## config.mk

```make
export PLATFORM = sky130hd
export DESIGN_NAME = frac_baud_gen
export DESIGN_NICKNAME = d
export VERILOG_FILES = /design/src/rtl/fbg_pkg.sv /design/src/rtl/fbg_div_regs.sv /design/src/rtl/fbg_tick_core.sv /design/src/rtl/fbg_bit_div.sv /design/src/rtl/frac_baud_gen.sv
export SDC_FILE = /design/constraint.sdc
export NUM_CORES = 1
export LEC_CHECK = 0
export BUFFER_PORTS_ARGS = -buffer_cell sky130_fd_sc_hd__buf_2
export CAP_MARGIN = 5
export CORE_UTILIZATION = 55
export DETAILED_ROUTE_END_ITERATION = 7
export HOLD_SLACK_MARGIN = 0.12
export PLACE_DENSITY_LB_ADDON = 0.15
export SLEW_MARGIN = 20
export SYNTH_ARGS = -nofsm -noshare
export SYNTH_HDL_FRONTEND = slang
export SYNTH_HIERARCHICAL = 1
export SYNTH_SLANG_ARGS = --single-unit
```

## constraint.sdc

```tcl
create_clock -name clk -period 3 [get_ports clk]
set_input_delay 0.3 -clock clk [delete_from_list [all_inputs] [get_ports clk]]
set_output_delay 0.3 -clock clk [all_outputs]
set_load 0.02 [all_outputs]
```

## src/rtl/fbg_pkg.sv

```systemverilog
package fbg_pkg;
  // Default geometry of the divider
  localparam int FBG_INT_W  = 16;
  localparam int FBG_FRAC_W = 4;
  localparam int FBG_BYTE_W = 8;
  localparam int FBG_OSR    = 16;
endpackage

```

## src/rtl/fbg_div_regs.sv

```systemverilog
module fbg_div_regs #(
  parameter int INT_W  = fbg_pkg::FBG_INT_W,
  parameter int FRAC_W = fbg_pkg::FBG_FRAC_W,
  parameter int BYTE_W = fbg_pkg::FBG_BYTE_W
) (
  input  logic                      clk,
  input  logic                      rst_n,
  input  logic [INT_W/BYTE_W-1:0]   byte_wr,
  input  logic                      frac_wr,
  input  logic [BYTE_W-1:0]         wr_data,
  output logic [INT_W-1:0]          int_div,
  output logic [FRAC_W-1:0]         frac_div,
  output logic                      reload_o
);
  localparam int NB = INT_W / BYTE_W;

  // any divisor write, seen as one event
  logic any_wr;
  assign any_wr = (|byte_wr) | frac_wr;

  for (genvar gi = 0; gi < NB; gi++) begin : g_byte
    logic [BYTE_W-1:0] b_q;
    always_ff @(posedge clk) begin
      if (!rst_n)           b_q <= '0;
      else if (byte_wr[gi]) b_q <= wr_data;
    end
    assign int_div[gi*BYTE_W +: BYTE_W] = b_q;
  end

  always_ff @(posedge clk) begin
    if (!rst_n) begin
      frac_div <= '0;
      reload_o <= 1'b0;
    end else begin
      if (frac_wr) frac_div <= wr_data[FRAC_W-1:0];
      reload_o <= any_wr;
    end
  end

  p_write_reloads_r7: assert property (@(posedge clk) disable iff (!rst_n)
    any_wr |=> reload_o);
  p_frac_low_bits_r10: assert property (@(posedge clk) disable iff (!rst_n)
    frac_wr |=> frac_div == $past(wr_data[FRAC_W-1:0]));
  p_low_byte_r10: assert property (@(posedge clk) disable iff (!rst_n)
    byte_wr[0] |=> int_div[BYTE_W-1:0] == $past(wr_data));
endmodule

```

## src/rtl/fbg_tick_core.sv

```systemverilog
module fbg_tick_core #(
  parameter int INT_W  = fbg_pkg::FBG_INT_W,
  parameter int FRAC_W = fbg_pkg::FBG_FRAC_W
) (
  input  logic              clk,
  input  logic              rst_n,
  input  logic [INT_W-1:0]  int_div,
  input  logic [FRAC_W-1:0] frac_div,
  input  logic              reload_i,
  output logic              tick_o,
  output logic              run_o
);
  localparam int CW = INT_W + 1;
  localparam int AW = FRAC_W + 1;

  // length of the current period: N, or N+1 after an accumulator carry
  function automatic logic [CW-1:0] period_len(input logic [INT_W-1:0] n, input logic lng);
    return {1'b0, n} + {{INT_W{1'b0}}, lng};
  endfunction

  // accumulator step: {carry, new phase}
  function automatic logic [AW-1:0] acc_step(input logic [FRAC_W-1:0] a, input logic [FRAC_W-1:0] f);
    return {1'b0, a} + {1'b0, f};
  endfunction

  logic [CW-1:0]     cnt_q;
  logic [CW-1:0]     cur_len;
  logic [FRAC_W-1:0] acc_q;
  logic              long_q;
  logic [AW-1:0]     acc_next;
  logic              period_end;

  assign run_o      = |int_div;
  assign cur_len    = period_len(int_div, long_q);
  assign period_end = (cnt_q + CW'(1)) == cur_len;
  assign acc_next   = acc_step(acc_q, frac_div);
  assign tick_o     = run_o && !reload_i && period_end;

  always_ff @(posedge clk) begin
    if (!rst_n || reload_i || !run_o) begin
      cnt_q  <= '0;
      acc_q  <= '0;
      long_q <= 1'b0;
    end else if (tick_o) begin
      cnt_q  <= '0;
      acc_q  <= acc_next[FRAC_W-1:0];
      long_q <= acc_next[FRAC_W];
    end else begin
      cnt_q  <= cnt_q + CW'(1);
    end
  end

  p_cnt_bound_r4: assert property (@(posedge clk) disable iff (!rst_n)
    !reload_i |-> cnt_q <= {1'b0, int_div});
  p_acc_cleared_r7: assert property (@(posedge clk) disable iff (!rst_n)
    reload_i |=> (cnt_q == '0 && acc_q == '0 && !long_q));
  p_long_needs_frac_r3: assert property (@(posedge clk) disable iff (!rst_n)
    (long_q && !reload_i) |-> frac_div != '0);
  p_single_tick_r8: assert property (@(posedge clk) disable iff (!rst_n)
    (tick_o && int_div > INT_W'(1)) |=> !tick_o);
  p_idle_held_r6: assert property (@(posedge clk) disable iff (!rst_n)
    (!run_o && !reload_i) |=> cnt_q == '0);
endmodule

```

## src/rtl/fbg_bit_div.sv

```systemverilog
module fbg_bit_div #(
  parameter int OSR    = fbg_pkg::FBG_OSR,
  parameter bit ENABLE = 1'b1
) (
  input  logic clk,
  input  logic rst_n,
  input  logic tick_i,
  input  logic clear_i,
  output logic bit_en_o
);
  localparam int SW = (OSR > 1) ? $clog2(OSR) : 1;

  if (ENABLE) begin : g_on
    logic [SW-1:0] sub_q;
    logic          sub_last;
    assign sub_last = sub_q == SW'(OSR - 1);
    assign bit_en_o = tick_i && sub_last;

    always_ff @(posedge clk) begin
      if (!rst_n || clear_i) sub_q <= '0;
      else if (tick_i)       sub_q <= sub_last ? '0 : sub_q + SW'(1);
    end

    p_bit_with_tick_r9: assert property (@(posedge clk) disable iff (!rst_n)
      bit_en_o |-> tick_i);
    p_sub_hold_r9: assert property (@(posedge clk) disable iff (!rst_n)
      (!tick_i && !clear_i) |=> $stable(sub_q));
    p_sub_cleared_r7: assert property (@(posedge clk) disable iff (!rst_n)
      clear_i |=> sub_q == '0);
  end else begin : g_off
    assign bit_en_o = 1'b0;
  end
endmodule

```

## src/rtl/frac_baud_gen.sv

```systemverilog
module frac_baud_gen #(
  parameter int INT_W  = fbg_pkg::FBG_INT_W,
  parameter int FRAC_W = fbg_pkg::FBG_FRAC_W,
  parameter int BYTE_W = fbg_pkg::FBG_BYTE_W,
  parameter int OSR    = fbg_pkg::FBG_OSR,
  parameter bit BIT_EN = 1'b1
) (
  input  logic                    clk,
  input  logic                    rst_n,
  input  logic [INT_W/BYTE_W-1:0] div_byte_wr,
  input  logic                    div_frac_wr,
  input  logic [BYTE_W-1:0]       wr_data,
  output logic                    tick16_o,
  output logic                    bit_en_o
);
  logic [INT_W-1:0]  int_div;
  logic [FRAC_W-1:0] frac_div;
  logic              reload;
  logic              run;
  logic              sub_clear;

  fbg_div_regs #(.INT_W(INT_W), .FRAC_W(FRAC_W), .BYTE_W(BYTE_W)) u_regs (
    .clk(clk), .rst_n(rst_n), .byte_wr(div_byte_wr), .frac_wr(div_frac_wr),
    .wr_data(wr_data), .int_div(int_div), .frac_div(frac_div), .reload_o(reload)
  );

  fbg_tick_core #(.INT_W(INT_W), .FRAC_W(FRAC_W)) u_core (
    .clk(clk), .rst_n(rst_n), .int_div(int_div), .frac_div(frac_div),
    .reload_i(reload), .tick_o(tick16_o), .run_o(run)
  );

  assign sub_clear = reload || !run;

  fbg_bit_div #(.OSR(OSR), .ENABLE(BIT_EN)) u_bit (
    .clk(clk), .rst_n(rst_n), .tick_i(tick16_o), .clear_i(sub_clear),
    .bit_en_o(bit_en_o)
  );

  p_no_tick_on_reload_r5: assert property (@(posedge clk) disable iff (!rst_n)
    $past(|div_byte_wr || div_frac_wr) |-> !tick16_o);
  p_idle_quiet_r6: assert property (@(posedge clk) disable iff (!rst_n)
    !run |-> (!tick16_o && !bit_en_o));
endmodule

```

==> qor.yml <==
cells_and_area:
  diodes: 0
  syn_to_final_growth_pct: 24.54
  final_nets: 394
  post_route_cells_drive_above_1_share_pct: 27.49
  fin_cells: 441
routing:
  ant_nets: 0
  drc_errors: 0
  wire_per_inst_um: 16.68
  vias: 2610
  drtIter0Drc: 144
  vias_per_cell: 5.918
  wl_mm: 7.356
  first_pass_iters: 4
yosys:
  ys_types: 51
  yosysSeqAreaShare_pct: 31.82
  synth_seq_cells: 47
  synthFlopType: "dfxtp_1"
  synthArstFlopShare_pct: 0
  synth_edf_count: 0
  syn_area_mm2: 0.002957
  yosys.area.top_type: "dfxtp_1"
  synth_common_cells: "dfxtp_1, mux2i_1, xnor2_1"
  avgSynthCellArea_um2: 9.125
  synth_area_leaders: "dfxtp_1, mux2i_1, xnor2_1"
  synth_cells: 324
  synth_warnings: 6
  synth_top_area_share_pct: 31.82
  yosysMostFrequentCell: "dfxtp_1"
  synth.net_count: 347
clock_network:
  root_buffer: "clkbuf_8"
  clockBufferDepth: 2
  clk_pin_slew_worst_paths_ns: 0.09
  cts_made_buffers: 5
  clock_sinks: 47
  cts_max_level: 2
  clock_latency_ns: 0.29
  cts_tree: "done"
timing:
  final.setup.worst_slack_ns: -0.05346
  drv_slew: 0
  period_minus_slack_ns: 3.053
  slew-limit-headroom_pct: 58.73
  rsz0062_at_grt: "true"
  finalHoldViolCount: 0
  clock_skew_ns: 0.007561
  setup_viol: 1
  worst_slew_pin_slew_ns: 0.6176
  fin_crit_sh_pct: 101.8
  fmax_mhz: 327.5
grt:
  grt_usage_pct: 27.02
  grt_overflow: 0
  grt_pass1_wl_mm: 11.51
  antenna_found_initial: 0
  grt_pass1_vias: 2414
  grt_max_degree: 25
critical_path:
  crit_path_cell_trace: "buf_6, nand4_1, nor4_2, xnor2_1, xnor2_1, nand4b_1, nor4bb_4, nand2_2, nor2_4, buf_6"
  critical_path_buf_inv_count: 2
  reg2reg_from: "u_core/cnt_q[0]"
  critical_path_arrival_ns: 2.75
  required_ns: 2.70
  path_class: "flop to primary output"
  rr_endpoint: "u_bit/g_on.sub_q[3]"
  critPathMaxFanout: 5
  cp_num_cells: 10
  startpoint_type: "flop"
  cpPeakStageDelay_ns: 0.40
  rr_worst_depth: 12
  reg2reg_slack_ns: 0.12
  critPathTopFamily: "simple AND/OR/NAND/NOR gates"
  cpMaxStageDelayCell: "nor4_2"
  setup.worst_path.end_class: "primary output"
floorplan:
  rows: 26
  die_height_um: 75.32
  initial_core_util_pct: 57.52
  design.die.area_mm2: 0.005673
  chipWidth_um: 75.32
  design.core.area_mm2: 0.005140
  io_pins: 15
power:
  p_leak_nw: 1.376
  power_density_mw_per_mm2: 353.8
  power_mw: 1.303
  vdd_drop_max_v: 0.0003411
place:
  gp_congestion: 0.9577
  io_buffer_count: 14
  dp_hpwl_mm: 5.137
  dpl.cell_count: 416
job:
  maxCapViolations: 0
run_status:
  status: "complete, but fails checks"
  violations: "negative setup slack"
min_path:
  worstHoldPathType: "primary input to flop"
  hp-start: "wr_data[4]"
  min_to: "u_regs/g_byte[0].b_q[4]"
  holdPathStages: 3
[layer usage]
layer  part of all wire, %  GRT usage (%)
met3                   3.3          2.910
met5                     0              0
met4                   3.2          12.55
met2                    50          43.95
met1                    43          36.16
[cell type report]
class / count / area [um2]
Tap cell: 70 / 87.58
Inverter: 7 / 26.28
Fill cell: 378 / 1458
Clock buffer: 6 / 72.57
Clock inverter: 1 / 30.03
Timing Repair Buffer: 53 / 395.4
Multi-Input combinational cell: 257 / 2121
Sequential cell: 47 / 949.7
[per-stage QoR]
stage	area (um2)	worst slack, ns	utilization (%)	hold slack, ns	TNS, ns
finish	3682	-0.05346	71.64	0.2793	-0.05346
global route	3682	-0.2548	71.64	0.2796	-0.5015
CTS	3532	-0.06047	68.72	0.2717	-0.06047
detailed placement	3214	0.005684	62.54	0.4776	0
global placement	3214	0.1123	62.54	0.4488	0
floorplan	2982	0.02740	-	0.4282	0
[worst max-delay path by stage]
stage	startpoint	end
CTS	u_core/long_q	bit_en_o
global route	u_regs/g_byte[0].b_q[0]	bit_en_o
finish	u_core/cnt_q[0]	bit_en_o
global placement	u_core/long_q	bit_en_o
floorplan	u_regs/g_byte[0].b_q[0]	bit_en_o
detailed placement	u_core/long_q	bit_en_o
[power by group]
part	total, mW	internal [mW]	switching, mW
registers	0.674	0.644	0.0300
clock network	0.448	0.244	0.203
logic	0.181	0.0881	0.0934
total	1.30	0.976	0.327
[cells by family after synthesis]
family / synth area share, %
xor gates and xnor gates: 10.66
buffers and inverters: 4.105
adders and majority gates: 4.486
DFF: 31.82
muxes: 9.480
AOI/OAI and AO/OA: 10.16
and+or+nand+nor: 29.29
[sequential cells by signal (all words and copies together), names as in the netlist]
register           flops
u_core/cnt_q          17
u_regs/g_byte.b_q     16
u_bit/g_on.sub_q       4
u_core/acc_q           4
u_regs/frac_div        4
u_core/long_q          1
u_regs/reload_o        1
[placed cells by master (no fill, tap or decap), types with 6 or more instances in the layout]
master    count
nand3_1      15
mux2i_1      27
buf_2        12
buf_4        36
dfxtp_2       7
dfxtp_1      40
inv_1         7
a211oi_1      6
nor2_1        9
nand2_1      20
xnor2_1      28
nor3_1       14
nor2b_1      23
xor2_1        8
nand4_1      19
[tightest hold or removal path: stages]
cell     delay, ns
buf_2         0.08
mux2i_1       0.06
nor2b_1       0.09
[repair_timing]
item	CTS	global route
endpoints found under the setup margin	2	3
hold buffers	0	0
endpoints found under the hold margin	0	0
setup buffers	10	8
pin swaps	17	18
resized for setup	32	16
No activity file was read; power rests on OpenSTA's default activity.
